--- config.mk ---
export PLATFORM = sky130hd
export DESIGN_NAME = dglitch_bank
export DESIGN_NICKNAME = d
export VERILOG_FILES = /design/src/rtl/dglf_pkg.sv /design/src/rtl/dglf_tick.sv /design/src/rtl/dglf_regs.sv /design/src/rtl/dglf_chan.sv /design/src/rtl/dglitch_bank.sv
export SDC_FILE = /design/constraint.sdc
export NUM_CORES = 2
export LEC_CHECK = 0
export BUFFER_PORTS_ARGS = -buffer_cell sky130_fd_sc_hd__buf_2
export CAP_MARGIN = 5
export CORE_MARGIN = 2
export CORE_UTILIZATION = 39
export CTS_CLUSTER_DIAMETER = 50
export CTS_CLUSTER_SIZE = 30
export DETAILED_ROUTE_END_ITERATION = 16
export GPL_ROUTABILITY_DRIVEN = 0
export GPL_TIMING_DRIVEN = 1
export PLACE_DENSITY_LB_ADDON = 0.1
export SETUP_SLACK_MARGIN = 0.05
export SKIP_CTS_REPAIR_TIMING = 1
export SLEW_MARGIN = 20
export SYNTH_ARGS = -nofsm -noshare
export SYNTH_HDL_FRONTEND = slang
export SYNTH_SLANG_ARGS = --single-unit
--- constraint.sdc ---
create_clock -name clk -period 5.8 [get_ports clk]
set_input_delay 0.87 -clock clk [delete_from_list [all_inputs] [get_ports clk]]
set_output_delay 0.87 -clock clk [all_outputs]
set_load 0.02 [all_outputs]
--- src/rtl/dglf_pkg.sv ---
package dglf_pkg;
  localparam int ADDR_W   = 5;
  localparam int A_LVL    = 0;
  localparam int A_CMD    = 7;
  localparam int A_IVL    = 8;
  localparam int A_EN     = 12;
  localparam int CMD_LOAD = 0;
  localparam int CMD_CLR  = 1;
endpackage

--- src/rtl/dglf_tick.sv ---
module dglf_tick #(
  parameter int DIV = 20
) (
  input  logic clk,
  input  logic rst_n,
  output logic tick
);
  localparam int CW = (DIV > 1) ? $clog2(DIV) : 1;
  logic [CW-1:0] cnt;

  always_ff @(posedge clk or negedge rst_n) begin
    if (!rst_n)                     cnt <= '0;
    else if (cnt == CW'(DIV - 1))   cnt <= '0;
    else                            cnt <= cnt + 1'b1;
  end

  assign tick = (cnt == CW'(DIV - 1));

  // ticks are single-cycle pulses when the divide exceeds one
  a_r10_tick_single: assert property (@(posedge clk) disable iff (!rst_n)
    (tick && DIV > 1) |=> !tick);
endmodule

--- src/rtl/dglf_regs.sv ---
module dglf_regs
  import dglf_pkg::*;
#(
  parameter int NUM_CH = 24,
  parameter int IVL_W  = 20
) (
  input  logic              clk,
  input  logic              rst_n,
  input  logic              wr_en,
  input  logic [ADDR_W-1:0] wr_addr,
  input  logic [7:0]        wr_data,
  output logic [NUM_CH-1:0] en_mask,
  output logic [IVL_W-1:0]  ivl_act,
  output logic              clr_q
);
  logic [IVL_W-1:0] ivl_stage;
  logic             load_q;

  always_ff @(posedge clk or negedge rst_n) begin
    if (!rst_n) begin
      ivl_stage <= '0;
      ivl_act   <= '0;
      en_mask   <= '0;
      load_q    <= 1'b0;
      clr_q     <= 1'b0;
    end else begin
      load_q <= 1'b0;
      clr_q  <= 1'b0;
      if (wr_en) begin
        for (int i = 0; i < IVL_W; i++)
          if (wr_addr == ADDR_W'(A_IVL + i / 8)) ivl_stage[i] <= wr_data[i % 8];
        for (int i = 0; i < NUM_CH; i++)
          if (wr_addr == ADDR_W'(A_EN + i / 8)) en_mask[i] <= wr_data[i % 8];
        if (wr_addr == ADDR_W'(A_CMD)) begin
          load_q <= wr_data[CMD_LOAD];
          clr_q  <= wr_data[CMD_CLR];
        end
      end
      if (load_q) ivl_act <= ivl_stage;
    end
  end

  // the active interval only moves in the cycle after a load command
  a_r5_hold_unloaded: assert property (@(posedge clk) disable iff (!rst_n)
    !load_q |=> $stable(ivl_act));
endmodule

--- src/rtl/dglf_chan.sv ---
module dglf_chan #(
  parameter int IVL_W = 20
) (
  input  logic             clk,
  input  logic             rst_n,
  input  logic             tick,
  input  logic             clr,
  input  logic             filt_on,
  input  logic [IVL_W-1:0] ivl,
  input  logic             din,
  output logic             dout
);
  logic             s1, s2;
  logic [IVL_W-1:0] cnt;

  always_ff @(posedge clk or negedge rst_n) begin
    if (!rst_n) begin
      s1   <= 1'b0;
      s2   <= 1'b0;
      dout <= 1'b0;
      cnt  <= '0;
    end else begin
      s1 <= din;
      s2 <= s1;
      if (clr || !filt_on) begin
        dout <= s2;
        cnt  <= '0;
      end else if (s2 == dout) begin
        cnt <= '0;
      end else if (tick) begin
        if (cnt >= ivl - 1'b1) begin
          dout <= s2;
          cnt  <= '0;
        end else begin
          cnt <= cnt + 1'b1;
        end
      end
    end
  end

  // a clear loads the synchronized level
  a_r6_clear_loads: assert property (@(posedge clk) disable iff (!rst_n)
    clr |=> dout == $past(s2));
  // a filtered output only moves on a tick
  a_r10_tick_only: assert property (@(posedge clk) disable iff (!rst_n)
    (filt_on && !clr && !tick) |=> $stable(dout));
  // a bypassed channel follows the synchronizer
  a_r2_bypass: assert property (@(posedge clk) disable iff (!rst_n)
    (!filt_on) |=> dout == $past(s2));
endmodule

--- src/rtl/dglitch_bank.sv ---
module dglitch_bank
  import dglf_pkg::*;
#(
  parameter int NUM_CH  = 24,
  parameter int IVL_W   = 20,
  parameter int CLK_MHZ = 100,
  parameter int TICK_NS = 200
) (
  input  logic              clk,
  input  logic              rst_n,
  input  logic [NUM_CH-1:0] din,
  input  logic              wr_en,
  input  logic [ADDR_W-1:0] wr_addr,
  input  logic [7:0]        wr_data,
  input  logic [ADDR_W-1:0] rd_addr,
  output logic [7:0]        rd_data
);
  localparam int DIV      = (CLK_MHZ * TICK_NS) / 1000;
  localparam int CH_BYTES = (NUM_CH + 7) / 8;

  logic                tick, clr_q, ivl_nz;
  logic [NUM_CH-1:0]   en_mask, lvl;
  logic [IVL_W-1:0]    ivl_act;
  logic [CH_BYTES*8-1:0] lvl_pad;

  dglf_tick #(.DIV(DIV)) u_tick (.clk(clk), .rst_n(rst_n), .tick(tick));

  dglf_regs #(.NUM_CH(NUM_CH), .IVL_W(IVL_W)) u_regs (
    .clk(clk), .rst_n(rst_n), .wr_en(wr_en), .wr_addr(wr_addr),
    .wr_data(wr_data), .en_mask(en_mask), .ivl_act(ivl_act), .clr_q(clr_q));

  assign ivl_nz = (ivl_act != '0);

  for (genvar g = 0; g < NUM_CH; g++) begin : g_ch
    dglf_chan #(.IVL_W(IVL_W)) u_chan (
      .clk(clk), .rst_n(rst_n), .tick(tick), .clr(clr_q),
      .filt_on(en_mask[g] && ivl_nz), .ivl(ivl_act),
      .din(din[g]), .dout(lvl[g]));
  end

  assign lvl_pad = (CH_BYTES*8)'(lvl);

  always_comb begin
    rd_data = '0;
    for (int b = 0; b < CH_BYTES; b++)
      if (rd_addr == ADDR_W'(A_LVL + b)) rd_data = lvl_pad[b*8 +: 8];
  end
endmodule

## Word-level counts from Yosys, hierarchy flattened

Index checks and enable logic that the tools add are counted.

| cells by class | value |
|---|---|
| muxes and demuxes | 200 |
| reduce and logical (&&, ||, !) cells | 176 |
| multipliers | 0 |
| order comparisons | 24 |
| bitwise gates (word level) | 0 |
| equal/unequal tests | 58 |
| shift operators | 0 |
| div/mod/pow operators | 0 |
| add/subtract/negate cells | 26 |

Operators with widths:

| cell | number |
|---|---|
| 2-to-1 mux 20 bit | 96 |
| adder 20 x 1 -> 20 bit (second input constant) | 24 |
| >= comparator 20 bit | 24 |
| 2-to-1 mux 1 bit | 100 |
| nonzero test 2 bit | 48 |
| AND reduction 3 bit | 24 |
| nonzero test 3 bit | 24 |
| inequality test 2 x 1 -> 1 bit (second input constant) | 24 |
| equality test 5 x 4 -> 1 bit (second input constant) | 6 |
| equality test 1 bit | 24 |
| logical AND 1 bit | 24 |
| zero test 1 bit | 24 |
| logical OR 1 bit | 24 |
| 2-to-1 mux 8 bit | 3 |
| nonzero test 20 bit | 1 |
| subtractor 20 x 1 -> 20 bit (second input constant) | 1 |
| AND reduction 2 bit | 6 |
| adder 5 x 1 -> 5 bit (second input constant) | 1 |
| equality test 5 x 1 -> 1 bit (second input constant) | 1 |
| equality test 5 x 2 -> 1 bit (second input constant) | 1 |
| equality test 5 x 3 -> 1 bit (second input constant) | 1 |
| equality test 5 bit (second input constant) | 1 |
| zero test 5 bit | 1 |
| 2-to-1 mux 5 bit | 1 |

| storage, ports and cells | value |
|---|---|
| bits in writable memories | 0 |
| output and inout port bits | 8 |
| input port bits | 45 |
| memories | 0 |
| bits in read-only memories | 0 |
| latch bits | 0 |
| logic and storage cells | 590 |
| register bits | 623 |

## Depth between registers and ports, before layout

| logic depth | value |
|---|---|
| depth after elaboration | 6 |
| mapped depth | 17 |
| gate-level depth less buffers | 15 |

## Hierarchy

A second synthesis with hierarchy kept.

| second synthesis, totals | value |
|---|---|
| cell total of the unflattened synthesis | 5755 |
| area total of the unflattened synthesis | 51184.1 um^2 |

Modules (own cells, without submodules):

| module | cells an instance | instances | sequential area each (um^2) | area an instance (um^2) |
|---|---|---|---|---|
| dglf_chan at g_ch[12].u_chan ... | 234 | 17 | 575.6 | 2001.9 |
| dglf_chan at g_ch[0].u_chan ... | 221 | 6 | 575.6 | 1978.1 |
| dglf_regs | 146 | 1 | 1651.6 | 2524.9 |
| dglf_chan at g_ch[9].u_chan | 231 | 1 | 575.6 | 2052.0 |
| dglitch_bank | 56 | 1 | 0.0 | 480.5 |
| dglf_tick | 18 | 1 | 125.1 | 225.2 |

## Least setup slack after synthesis

Ideal clock, no wire load.

| timing | value |
|---|---|
| path type | register to register |
| start | register u_regs.ivl_act[0] |
| end | register g_ch[0].u_chan.cnt[12] |
| required time | 5731 ps |
| library setup time | 69 ps |
| clock period less this slack | 5212 ps |
| cell stages (with the launch flop) | 18 |
| slack | 588 ps |
| arrival | 5143 ps |
| path buffers | 2 |
| cell sequence | dfrtp_1 > inv_1 > ha_1 > nand3_1 > nor3_1 > xnor2_1 > ha_1 > a211oi_1 > o21ai_0 > o21a_1 > a311oi_1 > a2111oi_1 > or3_4 > or3_1 > buf_2 > buf_6 > or3_1 > nand3_1 |

| on the way | value |
|---|---|
| word-level cells in the longest chain between the ends | 6 |
| elaborated cells on any way between the ends | 11 |
| classes of those cells | 1 x add/sub; 1 x order compare; 4 x mux; 5 x reduce/logical |

Ends and longest elaborated chain:

| element | RTL line | source |
|---|---|---|
| from (decl) | dglf_regs.sv:13 | `output logic [IVL_W-1:0] ivl_act,` |
| from (signal assigned) | dglf_regs.sv:39 | `if (load_q) ivl_act <= ivl_stage;` |
| subtractor 20 x 1 -> 20 bit | dglf_chan.sv:31 | `if (cnt >= ivl - 1'b1) begin` |
| >= comparator 20 bit | dglf_chan.sv:31 |  |
| 2-to-1 mux 20 bit | dglf_chan.sv:31 |  |
| 2-to-1 mux 20 bit | dglf_chan.sv:30 | `end else if (tick) begin` |
| 2-to-1 mux 20 bit | dglf_chan.sv:28 | `end else if (s2 == dout) begin` |
| 2-to-1 mux 20 bit | dglf_chan.sv:25 | `if (clr \|\| !filt_on) begin` |
| to (signal assigned) | dglf_chan.sv:35 | `cnt <= cnt + 1'b1;` |
| to (decl) | dglf_chan.sv:14 | `logic [IVL_W-1:0] cnt;` |

Parallel ways exist; a longest one is shown, timed or not. The select of a mux whose other input is x is not followed.
A chain may end at the register's enable or synchronous reset.

## Worst setup path after layout

| timing | value |
|---|---|
| start | register u_regs.ivl_act[3] |
| end | register g_ch[0].u_chan.cnt[2] |

The elaborated chain is that of the path after synthesis.

==> results.json <==
{
  "slew-limit-headroom_pct": 24.3,
  "ys.flop_type": "sky130_fd_sc_hd__dfrtp_1",
  "unrepaired_setup_endpoints_after_global_routing": "no",
  "worstSetupEndpointType": "register",
  "die_width_um": 334,
  "clock_sinks": 623,
  "grt_pass1_vias": 35526,
  "critPathRequiredTime_ns": 6.41,
  "dr.pass1.iters": 5,
  "clock-root-buffer": "sky130_fd_sc_hd__clkbuf_16",
  "io_pins": 53,
  "final.fill_count": 10303,
  "max_fanout_on_critical_path": 19,
  "combPwrFrac_pct": 34.2,
  "worst_path_largest_cell_delay_ns": 0.60,
  "synth_enable_flop_cells": 0,
  "setup_tns_ns": 0,
  "synth_simple_gate_area_share_pct": 21.7,
  "worst_setup_path_startpoint": "u_regs.ivl_act[3]",
  "cts.path.max_buffers": 3,
  "final.period_utilization_pct": 91.8,
  "timing.hold.ws_ns": 0.235,
  "drt-vias-per-instance": 5.96,
  "crit-reg2reg-capture": "g_ch[0].u_chan.cnt[2]",
  "cpMaxStageDelayCell": "sky130_fd_sc_hd__or3_1",
  "multiplexer_area_fraction_after_synthesis_pct": 3.53,
  "routed-via-count": 37417,
  "final_antenna_net_count": 0,
  "netlist_area_pre_place_um2": 42400,
  "synth-compound-area-share_pct": 20.1,
  "timing.critical_path.mode_cell": "sky130_fd_sc_hd__nand3_1",
  "ctsHtreeMaxLevel": 3,
  "p_leak_uw": 0.0227,
  "synth.yosys.warnings": 0,
  "cts_tree": "built",
  "power_density_nw_per_um2": 359,
  "core.rowCount": 120,
  "vdd.ir_drop.worst_mv": 0.284,
  "final_layout_size_suffix_gt1_share_pct": 10.9,
  "ys_seq_elements": 623,
  "worstSkewPairLatency_ns": 0.69,
  "ys_async_sr_fraction_pct": 100,
  "cts.clk_slew.worst_paths_ns": 0.05,
  "post_drt_wl_per_cell_um": 21.9,
  "clkPwrFrac_pct": 38.6,
  "numPortBuffers": 52,
  "numCtsBuffers": 107,
  "timing.hold.worst.class": "in -> async",
  "worst_pin_slew_ns": 1.13,
  "signed_area_change_from_the_synthesized_netlist_to_the_final_layout_pct": 15.2,
  "wire_length_of_the_first_global_routing_pass_mm": 213,
  "timing.max_cap.violations": 0,
  "synth-xor-area-share_pct": 1.51,
  "p_int_uw": 10600,
  "multi_input_area_um2": 25900,
  "initial_core_utilization_pct": 39.5,
  "fin_crit_ns": 5.32,
  "worstPathArrival_ns": 5.93,
  "yosysSeqAreaShare_pct": 36.8,
  "syn_avg_cell_area_um2": 9.05,
  "netlist.top_cell.by_area": "sky130_fd_sc_hd__dfrtp_1",
  "track_usage_pct": 24.5,
  "place_hpwl_mm": 91.7,
  "core_area_um2": 107000,
  "kind_of_launch_point_of_the_worst_setup_path": "register",
  "synth.net_count": 5183,
  "finalHoldViolCount": 0,
  "grt-ovfl-total": 0,
  "netlist_top_cells_area": "sky130_fd_sc_hd__dfrtp_1 37%, sky130_fd_sc_hd__ha_1 14%, sky130_fd_sc_hd__nand2_1 4.3%",
  "num-nets-final": 5287,
  "worst_r2r_startpoint": "u_regs.ivl_act[3]",
  "distinct_cell_type_count_of_the_synthesized_netlist": 88,
  "timing.fmax_ghz": 0.188,
  "pin_count_of_the_biggest_net_entering_global_routing": 138,
  "r2r_cells": 15,
  "clock_skew_ns": 0.0300,
  "fp.dieH_um": 334,
  "slew_violations": 0,
  "total_switching_power_uw": 6940,
  "largest_family_of_logic_cells_by_synthesized_area": "simple AND/OR/NAND/NOR gates",
  "crit_path_kind": "reg -> reg",
  "sw_frac_of_total_pct": 39.6,
  "yosys.area_share.adder_pct": 13.7,
  "yosysTopAreaCellShare_pct": 36.8,
  "setup.worst_path.end": "g_ch[0].u_chan.cnt[2]",
  "wl_mm": 137,
  "finalSetupViolations": 0,
  "floorplan.die_area_um2": 111000,
  "path_cells": "nor3_1 -> nand3_1 -> nor4_1 -> xnor2_2 -> buf_4 -> ha_1 -> a21oi_1 -> o21ai_0 -> o21a_1 -> a311oi_1 -> a2111oi_1 -> or3_4 -> or3_1 -> or3b_1 -> nand3_1",
  "dr.first_iter.drc_count": 2724,
  "route.detailed.drc": 0,
  "setup.reg_to_reg.worst_slack_ns": 0.48,
  "status": "completed",
  "initial_antenna_violation_count": 9,
  "syn_inst": 4679,
  "pwr-share-seq_pct": 27.2,
  "area.sequential_um2": 15600
}
[layout by cell type, fill, tap and decap left out, types with 25 or more instances in the layout]
master / Yosys / routed
sky130_fd_sc_hd__inv_1: 107 / 106
sky130_fd_sc_hd__or3_1: 75 / 75
sky130_fd_sc_hd__ha_1: 459 / 458
sky130_fd_sc_hd__buf_4: 0 / 108
sky130_fd_sc_hd__clkbuf_16: 0 / 108
sky130_fd_sc_hd__and3_1: 173 / 173
sky130_fd_sc_hd__buf_2: 36 / 51
sky130_fd_sc_hd__a31oi_1: 205 / 205
sky130_fd_sc_hd__or4_1: 25 / 25
sky130_fd_sc_hd__dfrtp_1: 623 / 623
sky130_fd_sc_hd__a211oi_1: 38 / 38
sky130_fd_sc_hd__nor2b_1: 35 / 35
sky130_fd_sc_hd__a21o_1: 130 / 130
sky130_fd_sc_hd__nand4_1: 62 / 62
sky130_fd_sc_hd__mux2_2: 82 / 82
sky130_fd_sc_hd__nand2b_1: 67 / 67
sky130_fd_sc_hd__nor3b_1: 28 / 25
sky130_fd_sc_hd__nor3_1: 90 / 86
sky130_fd_sc_hd__a21oi_1: 246 / 246
sky130_fd_sc_hd__o21ai_0: 242 / 242
sky130_fd_sc_hd__a22o_1: 40 / 40
sky130_fd_sc_hd__or2_2: 32 / 32
sky130_fd_sc_hd__a41oi_1: 32 / 32
sky130_fd_sc_hd__nor4_1: 36 / 34
sky130_fd_sc_hd__mux2i_1: 57 / 57
sky130_fd_sc_hd__o31ai_1: 62 / 60
sky130_fd_sc_hd__nand3_1: 352 / 351
sky130_fd_sc_hd__and2_1: 48 / 47
sky130_fd_sc_hd__o21a_1: 29 / 29
sky130_fd_sc_hd__nand2_1: 486 / 486
sky130_fd_sc_hd__o41ai_1: 34 / 34
sky130_fd_sc_hd__nor2_1: 234 / 230
sky130_fd_sc_hd__xnor2_1: 45 / 34
[state kept, by name (all words and copies together) (netlist names)]
| signal | cells |
|---|---|
| g_ch.u_chan.cnt | 480 |
| g_ch.u_chan.dout | 24 |
| g_ch.u_chan.s1 | 24 |
| g_ch.u_chan.s2 | 24 |
| u_regs.en_mask | 24 |
| u_regs.ivl_act | 20 |
| u_regs.ivl_stage | 20 |
| u_tick.cnt | 5 |
| u_regs.clr_q | 1 |
| u_regs.load_q | 1 |
[power groups by stage]
| stage | clock network, uW | registers, uW | logic [uW] |
|---|---|---|---|
| floorplan | 0 | 4720 | 3300 |
| global placement | 0 | 4840 | 5910 |
| detailed placement | 0 | 4840 | 5970 |
| CTS | 6920 | 4770 | 6010 |
| global route | 7110 | 4790 | 6550 |
| finish | 6760 | 4770 | 6000 |
[layout make-up]
type / instances / area share (%)
multi-input cells: 3773 / 53.2
flip-flops and latches: 623 / 32.0
clock buffers: 121 / 5.78
well taps: 1403 / 3.60
repair buffers: 171 / 2.67
clock inverters: 76 / 2.00
inverters: 107 / 0.823
diodes: 1 / 0.00513
[worst min-delay path by stage]
stage,cells after the start,endpoint
finish,1,g_ch[15].u_chan.cnt[7]
global route,1,g_ch[16].u_chan.s1
CTS,1,g_ch[18].u_chan.s1
detailed placement,0,g_ch[1].u_chan.s2
global placement,0,g_ch[12].u_chan.s2
floorplan,0,g_ch[0].u_chan.s2
[kinds of logic after synthesis]
family | count (synthesis)
adders and majority gates | 464
AOI/OAI and AO/OA | 1288
buffers and inverters | 283
muxes | 139
xor gates and xnor gates | 73
and+or+nand+nor | 1809
DFF | 623
[worst max-delay path, delay by kind of cell, from the launching register on]
family,cells,cell delay [ns]
flops,1,0.46
buf+inv,1,0.39
compound gates,5,0.92
xor+xnor,1,0.32
fa+ha+maj,1,0.29
simple gates,7,2.84
[metrics by stage]
step	setup slack [ns]	power (uW)	std cells	area, um2	util, %
after floorplan	0.588	8020	4679	42400	-
after global placement	0.667	10800	6077	45000	41.9
after detailed placement	0.561	10800	6077	45000	41.9
after CTS	0.515	17700	6274	48800	45.4
after global routing	0.144	18500	6274	48800	45.4
final	0.477	17500	6275	48800	45.4
[cells in the mapped netlist, types with 90 or more instances]
cell type                  count
sky130_fd_sc_hd__a31oi_1     205
sky130_fd_sc_hd__nor3_1       90
sky130_fd_sc_hd__and3_1      173
sky130_fd_sc_hd__inv_1       107
sky130_fd_sc_hd__clkbuf_1    121
sky130_fd_sc_hd__a21o_1      130
sky130_fd_sc_hd__dfrtp_1     623
sky130_fd_sc_hd__o21ai_0     242
sky130_fd_sc_hd__nor2_1      234
sky130_fd_sc_hd__a21oi_1     246
sky130_fd_sc_hd__ha_1        459
sky130_fd_sc_hd__nand3_1     352
sky130_fd_sc_hd__nand2_1     486
[routing by layer]
| metal | vias up | routed length (um) | track usage [%] |
|---|---|---|---|
| met3 | 245 | 8530 | 4.33 |
| met1 | 18166 | 63500 | 34.2 |
| li1 | 18036 | - | - |
| met4 | 4 | 4260 | 8.46 |
| met2 | 966 | 61000 | 38.1 |
| met5 | - | 30 | 0 |
No activity file was read; power rests on OpenSTA's default activity.
